[config.mk]
export PLATFORM = sky130hd
export DESIGN_NAME = xpose_stream_buf
export DESIGN_NICKNAME = d
export VERILOG_FILES = /design/src/rtl/xpose_pkg.sv /design/src/rtl/xpose_wr_ctrl.sv /design/src/rtl/xpose_rd_agen.sv /design/src/rtl/xpose_rd_pipe.sv /design/src/rtl/xpose_hold.sv /design/src/rtl/xpose_stream_buf.sv
export SDC_FILE = /design/constraint.sdc
export NUM_CORES = 1
export LEC_CHECK = 0
export ABC_CLOCK_PERIOD_IN_PS = 7200
export CORE_MARGIN = 4
export CORE_UTILIZATION = 30
export DETAILED_ROUTE_END_ITERATION = 10
export SLEW_MARGIN = 20
export SYNTH_ARGS = -nofsm -noshare
export SYNTH_HDL_FRONTEND = slang
export SYNTH_SLANG_ARGS = --single-unit
export TNS_END_PERCENT = 20
[constraint.sdc]
create_clock -name clk -period 7.2 [get_ports clk]
set_input_delay 0.72 -clock clk [delete_from_list [all_inputs] [get_ports clk]]
set_output_delay 0.72 -clock clk [all_outputs]
set_load 0.05 [all_outputs]
[src/rtl/xpose_pkg.sv]
package xpose_pkg;

    // Controller phases for one frame.
    typedef enum logic [1:0] {
        XS_FILL  = 2'd0,
        XS_ISSUE = 2'd1,
        XS_FLUSH = 2'd2
    } xs_state_e;

    // Words that may sit between the read address register and the output:
    // equal to the read latency in cycles.
    localparam int unsigned HOLD_CAP = 2;

endpackage

[src/rtl/xpose_wr_ctrl.sv]
module xpose_wr_ctrl #(
    parameter int unsigned DEPTH = 16,
    parameter int unsigned AW    = 4
) (
    input  logic          clk,
    input  logic          rst_n,
    input  logic          wr_fire,
    output logic [AW-1:0] wr_addr,
    output logic          wr_last
);

    logic [AW-1:0] cnt_q;

    assign wr_addr = cnt_q;
    assign wr_last = (cnt_q == AW'(DEPTH - 1));

    always_ff @(posedge clk) begin
        if (!rst_n) begin
            cnt_q <= '0;
        end else if (wr_fire) begin
            cnt_q <= wr_last ? '0 : cnt_q + AW'(1);
        end
    end

endmodule

[src/rtl/xpose_rd_agen.sv]
module xpose_rd_agen #(
    parameter int unsigned ROWS = 4,
    parameter int unsigned COLS = 4,
    parameter int unsigned AW   = 4
) (
    input  logic          clk,
    input  logic          rst_n,
    input  logic          step,
    output logic [AW-1:0] rd_addr,
    output logic          rd_last
);

    localparam int unsigned RW = (ROWS > 1) ? $clog2(ROWS) : 1;
    localparam int unsigned CW = (COLS > 1) ? $clog2(COLS) : 1;

    logic [RW-1:0] row_q;
    logic [CW-1:0] col_q;
    logic [AW-1:0] addr_q;
    logic          row_end;
    logic          col_end;

    assign row_end = (row_q == RW'(ROWS - 1));
    assign col_end = (col_q == CW'(COLS - 1));
    assign rd_last = row_end && col_end;
    assign rd_addr = addr_q;

    // Row index moves fastest; the address tracks row*COLS + col without a multiplier.
    always_ff @(posedge clk) begin
        if (!rst_n) begin
            row_q  <= '0;
            col_q  <= '0;
            addr_q <= '0;
        end else if (step) begin
            if (rd_last) begin
                row_q  <= '0;
                col_q  <= '0;
                addr_q <= '0;
            end else if (row_end) begin
                row_q  <= '0;
                col_q  <= col_q + CW'(1);
                addr_q <= AW'(col_q) + AW'(1);
            end else begin
                row_q  <= row_q + RW'(1);
                addr_q <= addr_q + AW'(COLS);
            end
        end
    end

endmodule

[src/rtl/xpose_rd_pipe.sv]
module xpose_rd_pipe #(
    parameter int unsigned DATA_W = 16,
    parameter int unsigned DEPTH  = 16,
    parameter int unsigned AW     = 4
) (
    input  logic              clk,
    input  logic              rst_n,
    input  logic              wr_en,
    input  logic [AW-1:0]     wr_addr,
    input  logic [DATA_W-1:0] wr_data,
    input  logic              rd_en,
    input  logic [AW-1:0]     rd_addr,
    output logic              st1_v,
    output logic              st2_v,
    output logic [DATA_W-1:0] rd_data
);

    logic [DATA_W-1:0] mem [DEPTH];
    logic [AW-1:0]     addr_q;
    logic [DATA_W-1:0] dout_q;
    logic              v1_q;
    logic              v2_q;

    always_ff @(posedge clk) begin
        if (wr_en) begin
            mem[wr_addr] <= wr_data;
        end
    end

    // Stage 1: registered read address.
    always_ff @(posedge clk) begin
        if (rd_en) begin
            addr_q <= rd_addr;
        end
    end

    // Stage 2: registered memory output.
    always_ff @(posedge clk) begin
        if (v1_q) begin
            dout_q <= mem[addr_q];
        end
    end

    always_ff @(posedge clk) begin
        if (!rst_n) begin
            v1_q <= 1'b0;
            v2_q <= 1'b0;
        end else begin
            v1_q <= rd_en;
            v2_q <= v1_q;
        end
    end

    assign st1_v   = v1_q;
    assign st2_v   = v2_q;
    assign rd_data = dout_q;

endmodule

[src/rtl/xpose_hold.sv]
module xpose_hold #(
    parameter int unsigned DATA_W = 16
) (
    input  logic              clk,
    input  logic              rst_n,
    input  logic              in_v,
    input  logic [DATA_W-1:0] in_d,
    input  logic              out_ready,
    output logic              out_valid,
    output logic [DATA_W-1:0] out_data,
    output logic [1:0]        hcnt
);

    logic [DATA_W-1:0] ent_q [2];
    logic [DATA_W-1:0] ent_n [2];
    logic [1:0]        cnt_q;
    logic [1:0]        cnt_n;
    logic              held;
    logic              push;
    logic              pop;

    assign held = (cnt_q != 2'd0);

    // The head holding register wins; otherwise the memory output register is shown directly.
    assign out_valid = held || in_v;
    assign out_data  = held ? ent_q[0] : in_d;

    // A pipeline word is parked when older words are held or the sink is stalled.
    assign push = in_v && (held || !out_ready);
    assign pop  = held && out_ready;

    always_comb begin
        ent_n[0] = ent_q[0];
        ent_n[1] = ent_q[1];
        cnt_n    = cnt_q;
        if (pop) begin
            ent_n[0] = ent_q[1];
            cnt_n    = cnt_q - 2'd1;
        end
        if (push) begin
            ent_n[cnt_n[0]] = in_d;
            cnt_n           = cnt_n + 2'd1;
        end
    end

    always_ff @(posedge clk) begin
        ent_q[0] <= ent_n[0];
        ent_q[1] <= ent_n[1];
    end

    always_ff @(posedge clk) begin
        if (!rst_n) begin
            cnt_q <= 2'd0;
        end else begin
            cnt_q <= cnt_n;
        end
    end

    assign hcnt = cnt_q;

endmodule

[src/rtl/xpose_stream_buf.sv]
module xpose_stream_buf
    import xpose_pkg::*;
#(
    parameter int unsigned DATA_W = 16,
    parameter int unsigned ROWS   = 4,
    parameter int unsigned COLS   = 4
) (
    input  logic              clk,
    input  logic              rst_n,
    input  logic [DATA_W-1:0] s_tdata,
    input  logic              s_tvalid,
    output logic              s_tready,
    output logic [DATA_W-1:0] m_tdata,
    output logic              m_tvalid,
    input  logic              m_tready
);

    localparam int unsigned DEPTH = ROWS * COLS;
    localparam int unsigned AW    = (DEPTH > 1) ? $clog2(DEPTH) : 1;

    xs_state_e         state_q;
    xs_state_e         state_d;
    logic              wr_fire;
    logic              wr_last;
    logic [AW-1:0]     wr_addr;
    logic              issue_en;
    logic [AW-1:0]     rd_addr;
    logic              rd_last;
    logic              st1_v;
    logic              st2_v;
    logic [DATA_W-1:0] rd_data;
    logic [1:0]        hcnt;
    logic [2:0]        occ_w;
    logic              room;
    logic              out_fire;
    logic [AW-1:0]     tx_q;
    logic              tx_last;

    assign wr_fire  = s_tvalid && s_tready;
    assign out_fire = m_tvalid && m_tready;
    assign tx_last  = out_fire && (tx_q == AW'(DEPTH - 1));

    // Words in flight plus words parked; the one leaving this cycle frees its slot.
    assign occ_w = 3'(st1_v) + 3'(st2_v) + 3'(hcnt);
    assign room  = (occ_w - 3'(out_fire)) < 3'(HOLD_CAP);

    // State register.
    always_ff @(posedge clk) begin
        if (!rst_n) begin
            state_q <= XS_FILL;
        end else begin
            state_q <= state_d;
        end
    end

    // Next-state decode.
    always_comb begin
        state_d = state_q;
        unique case (state_q)
            XS_FILL:  if (wr_fire && wr_last)  state_d = XS_ISSUE;
            XS_ISSUE: if (issue_en && rd_last) state_d = XS_FLUSH;
            XS_FLUSH: if (tx_last)             state_d = XS_FILL;
            default:                           state_d = XS_FILL;
        endcase
    end

    // Per-state outputs.
    always_comb begin
        s_tready = 1'b0;
        issue_en = 1'b0;
        unique case (state_q)
            XS_FILL:  s_tready = 1'b1;
            XS_ISSUE: issue_en = room;
            XS_FLUSH: ;
            default:  ;
        endcase
    end

    // Output beat counter, marks the end of the frame.
    always_ff @(posedge clk) begin
        if (!rst_n) begin
            tx_q <= '0;
        end else if (out_fire) begin
            tx_q <= tx_last ? '0 : tx_q + AW'(1);
        end
    end

    xpose_wr_ctrl #(
        .DEPTH (DEPTH),
        .AW    (AW)
    ) wr_i (
        .clk     (clk),
        .rst_n   (rst_n),
        .wr_fire (wr_fire),
        .wr_addr (wr_addr),
        .wr_last (wr_last)
    );

    xpose_rd_agen #(
        .ROWS (ROWS),
        .COLS (COLS),
        .AW   (AW)
    ) agen_i (
        .clk     (clk),
        .rst_n   (rst_n),
        .step    (issue_en),
        .rd_addr (rd_addr),
        .rd_last (rd_last)
    );

    xpose_rd_pipe #(
        .DATA_W (DATA_W),
        .DEPTH  (DEPTH),
        .AW     (AW)
    ) pipe_i (
        .clk     (clk),
        .rst_n   (rst_n),
        .wr_en   (wr_fire),
        .wr_addr (wr_addr),
        .wr_data (s_tdata),
        .rd_en   (issue_en),
        .rd_addr (rd_addr),
        .st1_v   (st1_v),
        .st2_v   (st2_v),
        .rd_data (rd_data)
    );

    xpose_hold #(
        .DATA_W (DATA_W)
    ) hold_i (
        .clk       (clk),
        .rst_n     (rst_n),
        .in_v      (st2_v),
        .in_d      (rd_data),
        .out_ready (m_tready),
        .out_valid (m_tvalid),
        .out_data  (m_tdata),
        .hcnt      (hcnt)
    );

endmodule

==> results.cfg, run 1 <==
[floorplan]
start_util_pct = 30.5
fp.dieH_um = 215
rows = 75
io_pins = 38
dieArea_um2 = 46400
coreArea_um2 = 42200
fp.dieW_um = 215

[detailed_routing]
vias = 6227
wire_per_inst_um = 20.0
drtAntennaViolNets = 0
drt-initial-drc-count = 628
routed_wl_um = 25800
avgViaCountPerCell = 4.84
dr.pass1.iters = 5
post-route-drc-count = 0

[sta]
rsz0062_at_grt = no
slew_viol_final = 0
min_period_over_period_pct = 60.3
setup_violations = 0
fin_ws_ns = 2.86
hold_violations = 0
skew_ns = 0.0137
fin_crit_ns = 4.34
whs_ns = 0.438
fmax_mhz = 230
worst_pin_slew_ns = 1.08
tns_ns = 0
maxSlewHeadroom_pct = 27.6

[setup_path]
rr_endpoint = pipe_i.addr_q[1]
crit_family = adder cells
cpPeakStageDelay_ns = 0.88
worst_ep_arrival_time_ns = 4.53
crit_type = reg2reg
path_buf_inv = 2
critPathSlowestCell = xnor2_1
path_cells = inv_1 -> ha_1 -> and2b_1 -> nor2_1 -> ha_1 -> inv_1 -> ha_1 -> a21o_1 -> fa_1 -> xnor2_1 -> nor2_1
cpMostUsedCell = ha_1
critPathRequiredTime_ns = 7.39
startpoint_type = flop
crit_path_end_kind = flop
reg2reg_depth = 11
rrSetupSlack_ns = 2.86
crit_fanout = 21
r2r_start = hold_i.hcnt[1]

[yosys]
synth-seq-area-share_pct = 73.9
avgSynthCellArea_um2 = 19.4
synth-seq-cells = 330
synth-xor-area-share_pct = 0.340
synthFlopType = edfxtp_1
yosysMostFrequentCell = edfxtp_1
synth.net_count = 698
synth_cell_types = 52
netlist_area_um2 = 12900
synth_area_leaders = edfxtp_1 (68%), mux4_2 (11%), dfxtp_1 (5.9%)
synth_top_area_share_pct = 68.0
syn_inst = 665
synth_edf_count = 292
ys_async_sr_fraction_pct = 0
synth.area.mux_share_pct = 15.4
ys.warnings.count = 0
synth_top_family_by_area = multiplexers
synthSimpleGateAreaFrac_pct = 3.44
synth_area_leader_cell = edfxtp_1
synth_compound_area_share_pct = 4.00
synth_common_cells = edfxtp_1 (292), mux4_2 (64), mux2_2 (48)
synth_fa_ha_area_share_pct = 1.32

[global_routing]
grt_pass1_vias = 6465
grt_use_total_pct = 10.9
grt_first_pass_wirelength_um = 39500
overflow = 0
antenna_found_initial = 0
grt_max_degree = 65

[layout]
fillers = 3912
nNetsFinal = 759
antenna_cells = 0
syn_to_final_growth_pct = 16.5
fin_cells = 1287
drive_gt1_share_pct = 26.5

[min_path]
hold_depth = 0
hp-start = agen_i.rd_addr[0]
min_path_type = reg2reg
min_to = pipe_i.addr_q[0]

[place]
dp.cells = 1229
place_ws_ns = 2.86
numPortBuffers = 37
dpl.hpwl_um = 15000
gp_congestion = 0.709

[cts]
cts-root-buf = clkbuf_16
clk_latency_ns = 0.50
cts_inserted_buffers = 34
clk_path_buf_depth = 3
postCtsSetupBuffers = 0
cts-htree-levels = 2
cts_tree = done
postCtsHoldBufs = 0
cts.sinks = 330
postCtsResizedCells = 0
cts.clk_slew.worst_paths_ns = 0.06

[power_and_ir_drop]
ir_worst_vdd_uv = 159
power_mw = 4.13
power_density_nw_per_um2 = 275
power_leakage_nw = 4.72

[status]
outcome = finished, final reports clean

[run]
cap_viol_max_count = 0
==> where the power goes <==
group / internal, mW / switching (mW) / total [mW]
combinational: 0.156 / 0.184 / 0.340
sequential: 2.15 / 0.0266 / 2.18
clock: 0.936 / 0.683 / 1.62
total: 3.24 / 0.893 / 4.13
==> through the flow <==
step / utilization, % / instance area, um^2
CTS: 35.6 / 15000
floorplan: - / 12900
global route: 35.6 / 15000
global placement: 33.2 / 14000
finish: 35.6 / 15000
detailed placement: 33.2 / 14000
==> per-layer routing <==
metal	GRT usage (%)	vias up	routed length [um]
met5	0	-	0
met4	2.36	0	415
met3	1.79	35	952
met2	17.5	116	12100
met1	15.9	3240	12400
li1	-	2836	-
==> kinds of logic (layout without fill, tap and decap cells) <==
| family | after synthesis | count (layout) |
|---|---|---|
| flip-flops | 330 | 330 |
| multiplexers | 113 | 113 |
| AO/OA/AOI/OAI | 72 | 72 |
| AND/OR/NAND/NOR | 85 | 85 |
| buffers and inverters | 47 | 130 |
| XOR/XNOR | 5 | 5 |
| adder cells (fa/ha/maj) | 13 | 13 |
==> cell type report <==
type / count / area [um^2] / share of cell area [%]
Sequential cell: 330 / 9530 / 63.4
Multi-Input combinational cell: 288 / 3230 / 21.5
Clock buffer: 45 / 923 / 6.14
Tap cell: 539 / 674 / 4.49
Timing Repair Buffer: 59 / 536 / 3.56
Clock inverter: 13 / 91.3 / 0.608
Inverter: 13 / 48.8 / 0.325
==> placed cells by master (no fill, tap or decap), drive strengths merged, types with 4 or more instances in the layout <==
| cell type | Yosys | layout |
|---|---|---|
| ha | 12 | 12 |
| dfxtp | 38 | 38 |
| o21ai | 6 | 6 |
| o31ai | 5 | 5 |
| nor2 | 21 | 21 |
| mux4 | 64 | 64 |
| a21oi | 12 | 12 |
| nand2b | 5 | 5 |
| inv | 13 | 14 |
| nor3 | 5 | 5 |
| buf | 15 | 22 |
| clkinv | 0 | 9 |
| mux2 | 48 | 48 |
| nand4 | 4 | 4 |
| clkbuf | 19 | 45 |
| edfxtp | 292 | 292 |
| nand2 | 22 | 22 |
| clkdlybuf4s50 | 0 | 37 |
| a22oi | 32 | 32 |
==> flip-flops by register name, indices dropped and copies added, names as in the netlist, named ones only <==
signal and flops:
wr_i.wr_addr 4, pipe_i.st1_v 1, agen_i.rd_addr 4, pipe_i.mem 256
pipe_i.addr_q 4, hold_i.hcnt 2, agen_i.col_q 2, state_q 2
tx_q 4, pipe_i.st2_v 1, agen_i.row_q 2, hold_i.ent_q 16
pipe_i.rd_data 16
==> worst max path at each step <==
stage	start	endpoint	cells after the start
floorplan	m_tready	pipe_i.addr_q[0]	11
global placement	m_tready	pipe_i.addr_q[2]	10
finish	hold_i.hcnt[1]	pipe_i.addr_q[1]	11
CTS	hold_i.hcnt[1]	pipe_i.addr_q[2]	11
detailed placement	hold_i.hcnt[1]	pipe_i.addr_q[0]	11
global route	hold_i.hcnt[1]	pipe_i.addr_q[1]	11
(Power assumes the default switching activity.)
==> inputs of run 2 (changes only) <==
--- a/config.mk
+++ b/config.mk
@@ -5,7 +5,7 @@
 export SDC_FILE = /design/constraint.sdc
 export NUM_CORES = 1
 export LEC_CHECK = 0
-export ABC_CLOCK_PERIOD_IN_PS = 7200
+export ABC_CLOCK_PERIOD_IN_PS = 3700
 export CORE_MARGIN = 4
 export CORE_UTILIZATION = 30
 export DETAILED_ROUTE_END_ITERATION = 10
==> constraint.sdc (replaced) <==
create_clock -name clk -period 3.7 [get_ports clk]
set_input_delay 0.37 -clock clk [delete_from_list [all_inputs] [get_ports clk]]
set_output_delay 0.37 -clock clk [all_outputs]
set_load 0.05 [all_outputs]
==> run 2 against run 1 <==
  * Design area is 1.4% higher
  * Flip-flop and latch count stayed put
  * Critical path type unchanged
  * Fmax is 24% higher
  * Critical endpoint is now agen_i.rd_addr[3]
  * Power is 100% higher
  * Non-clock buffer count is 11 higher
  * Largest power group unchanged
  * Via count is 0.59% higher
  * Register-to-register slack worse by 2.7 ns
  * Utilization is 0.50 points higher
  * Sequential power is 94% higher
  * Global-route usage is 0.054 points lower
  * Routed wire length is 0.95% lower
==> results.cfg, run 2 (synthesized netlist as in run 1, its figures left out) <==
[status]
outcome = finished, final reports clean

[detailed_routing]
drt-initial-drc-count = 516
dr.pass1.iters = 4
post-route-drc-count = 0
drtAntennaViolNets = 0
routed_wl_um = 25500
avgViaCountPerCell = 4.81
wire_per_inst_um = 19.6
vias = 6264

[global_routing]
overflow = 0
grt_max_degree = 65
grt_first_pass_wirelength_um = 39100
antenna_found_initial = 0
grt_pass1_vias = 6474
grt_use_total_pct = 10.9

[setup_path]
crit_fanout = 14
worst_ep_arrival_time_ns = 3.93
critPathRequiredTime_ns = 4.12
crit_path_end_kind = flop
rrSetupSlack_ns = 0.20
cpMostUsedCell = ha_1
reg2reg_depth = 12
path_cells = inv_1 -> ha_1 -> and2b_1 -> nor2_2 -> ha_1 -> inv_1 -> ha_1 -> a21o_1 -> fa_1 -> or3b_4 -> or4_1 -> a21oi_1
startpoint_type = flop
path_buf_inv = 2
critPathSlowestCell = or4_1
cpPeakStageDelay_ns = 0.50
r2r_start = hold_i.hcnt[0]
crit_type = reg2reg
crit_family = simple AND/OR/NAND/NOR gates
rr_endpoint = agen_i.rd_addr[3]

[floorplan]
coreArea_um2 = 42200
io_pins = 38
dieArea_um2 = 46400
rows = 75
fp.dieH_um = 215
start_util_pct = 30.5
fp.dieW_um = 215

[power_and_ir_drop]
ir_worst_vdd_uv = 271
power_mw = 8.28
power_leakage_nw = 4.84
power_density_nw_per_um2 = 544

[layout]
final_common_cell = edfxtp_1
drive_gt1_share_pct = 28.1
fillers = 3886
mostFrequentLayoutCells = edfxtp_1 (292), mux4_2 (64), mux2_2 (48), dfxtp_1 (38), clkdlybuf4s50_1 (37)
design_area_um2 = 15200
antenna_cells = 0
final_core_util_pct = 36.1
multi_input_area_um2 = 3230
regMostFlops = pipe_i.mem
nNetsFinal = 771
register_area_um2 = 9530
syn_to_final_growth_pct = 18.2
fin_cells = 1301
largest_reg_flops = 256

[cts]
cts_tree = done
cts.sinks = 330
cts-root-buf = clkbuf_16
cts.clk_slew.worst_paths_ns = 0.06
postCtsSetupBuffers = 0
clk_latency_ns = 0.51
cts-htree-levels = 2
cts_inserted_buffers = 35
postCtsHoldBufs = 0
clk_path_buf_depth = 3

[min_path]
hold_depth = 0
min_to = pipe_i.addr_q[0]
hp-start = agen_i.rd_addr[0]
min_path_type = reg2reg

[sta]
fin_crit_ns = 3.50
hold_violations = 0
slew_viol_final = 0
maxSlewHeadroom_pct = 37.7
whs_ns = 0.457
tns_ns = 0
worst_pin_slew_ns = 0.935
fin_ws_ns = 0.199
rsz0062_at_grt = no
skew_ns = 0.0168
min_period_over_period_pct = 94.6
setup_violations = 0
fmax_mhz = 286

[place]
numPortBuffers = 37
place_ws_ns = -0.0839
gp_congestion = 0.725
dpl.hpwl_um = 15100
dpl_cell_area_um2 = 14100
dp.cells = 1240

[run]
cap_viol_max_count = 0
==> run 2: worst reg2reg max path, delay by kind of cell, from the launching register on <==
| kind | cells | cell delay, ns |
|---|---|---|
| compound gates | 2 | 0.36 |
| fa+ha+maj | 4 | 1.18 |
| buf+inv | 2 | 0.17 |
| flops | 1 | 0.36 |
| simple gates | 4 | 1.34 |
==> run 2: repair_timing <==
action,CTS,global route
endpoints found under the setup margin,4,1
cloned,0,0
resized for setup,1,1
==> run 2: how the worst max path moves through the flow <==
stage | slack (ns) | startpoint | cells past startpoint | endpoint
CTS | 0.13 | hold_i.hcnt[0] | 12 | agen_i.rd_addr[3]
floorplan | 0.23 | hold_i.hcnt[1] | 13 | pipe_i.addr_q[0]
global route | 0.03 | hold_i.hcnt[0] | 12 | agen_i.rd_addr[3]
finish | 0.20 | hold_i.hcnt[0] | 12 | agen_i.rd_addr[3]
global placement | 0.04 | m_tready | 10 | pipe_i.addr_q[0]
detailed placement | -0.08 | m_tready | 10 | pipe_i.addr_q[3]
==> run 2: routing by layer <==
metal / part of all wire (%) / vias to the layer above / track usage, %
met3: 4.2 / 38 / 2.03
met2: 48 / 116 / 17.8
met1: 46 / 3256 / 15.0
met5: 0 / - / 0
met4: 2.0 / 0 / 2.92
li1: - / 2854 / -
==> run 2: report_power, final <==
| part | internal [mW] | switching [mW] | leakage (nW) |
|---|---|---|---|
| clock network | 2.04 | 1.34 | 0.536 |
| logic | 0.312 | 0.363 | 1.35 |
| registers | 4.18 | 0.0484 | 2.95 |
| total | 6.53 | 1.75 | 4.84 |
==> run 2: layout make-up <==
type                            count  area share, %
Timing Repair Buffer               70           4.30
Multi-Input combinational cell    288           21.2
Inverter                           13          0.320
Clock buffer                       46           6.08
Tap cell                          539           4.42
Sequential cell                   330           62.5
Clock inverter                     15           1.12
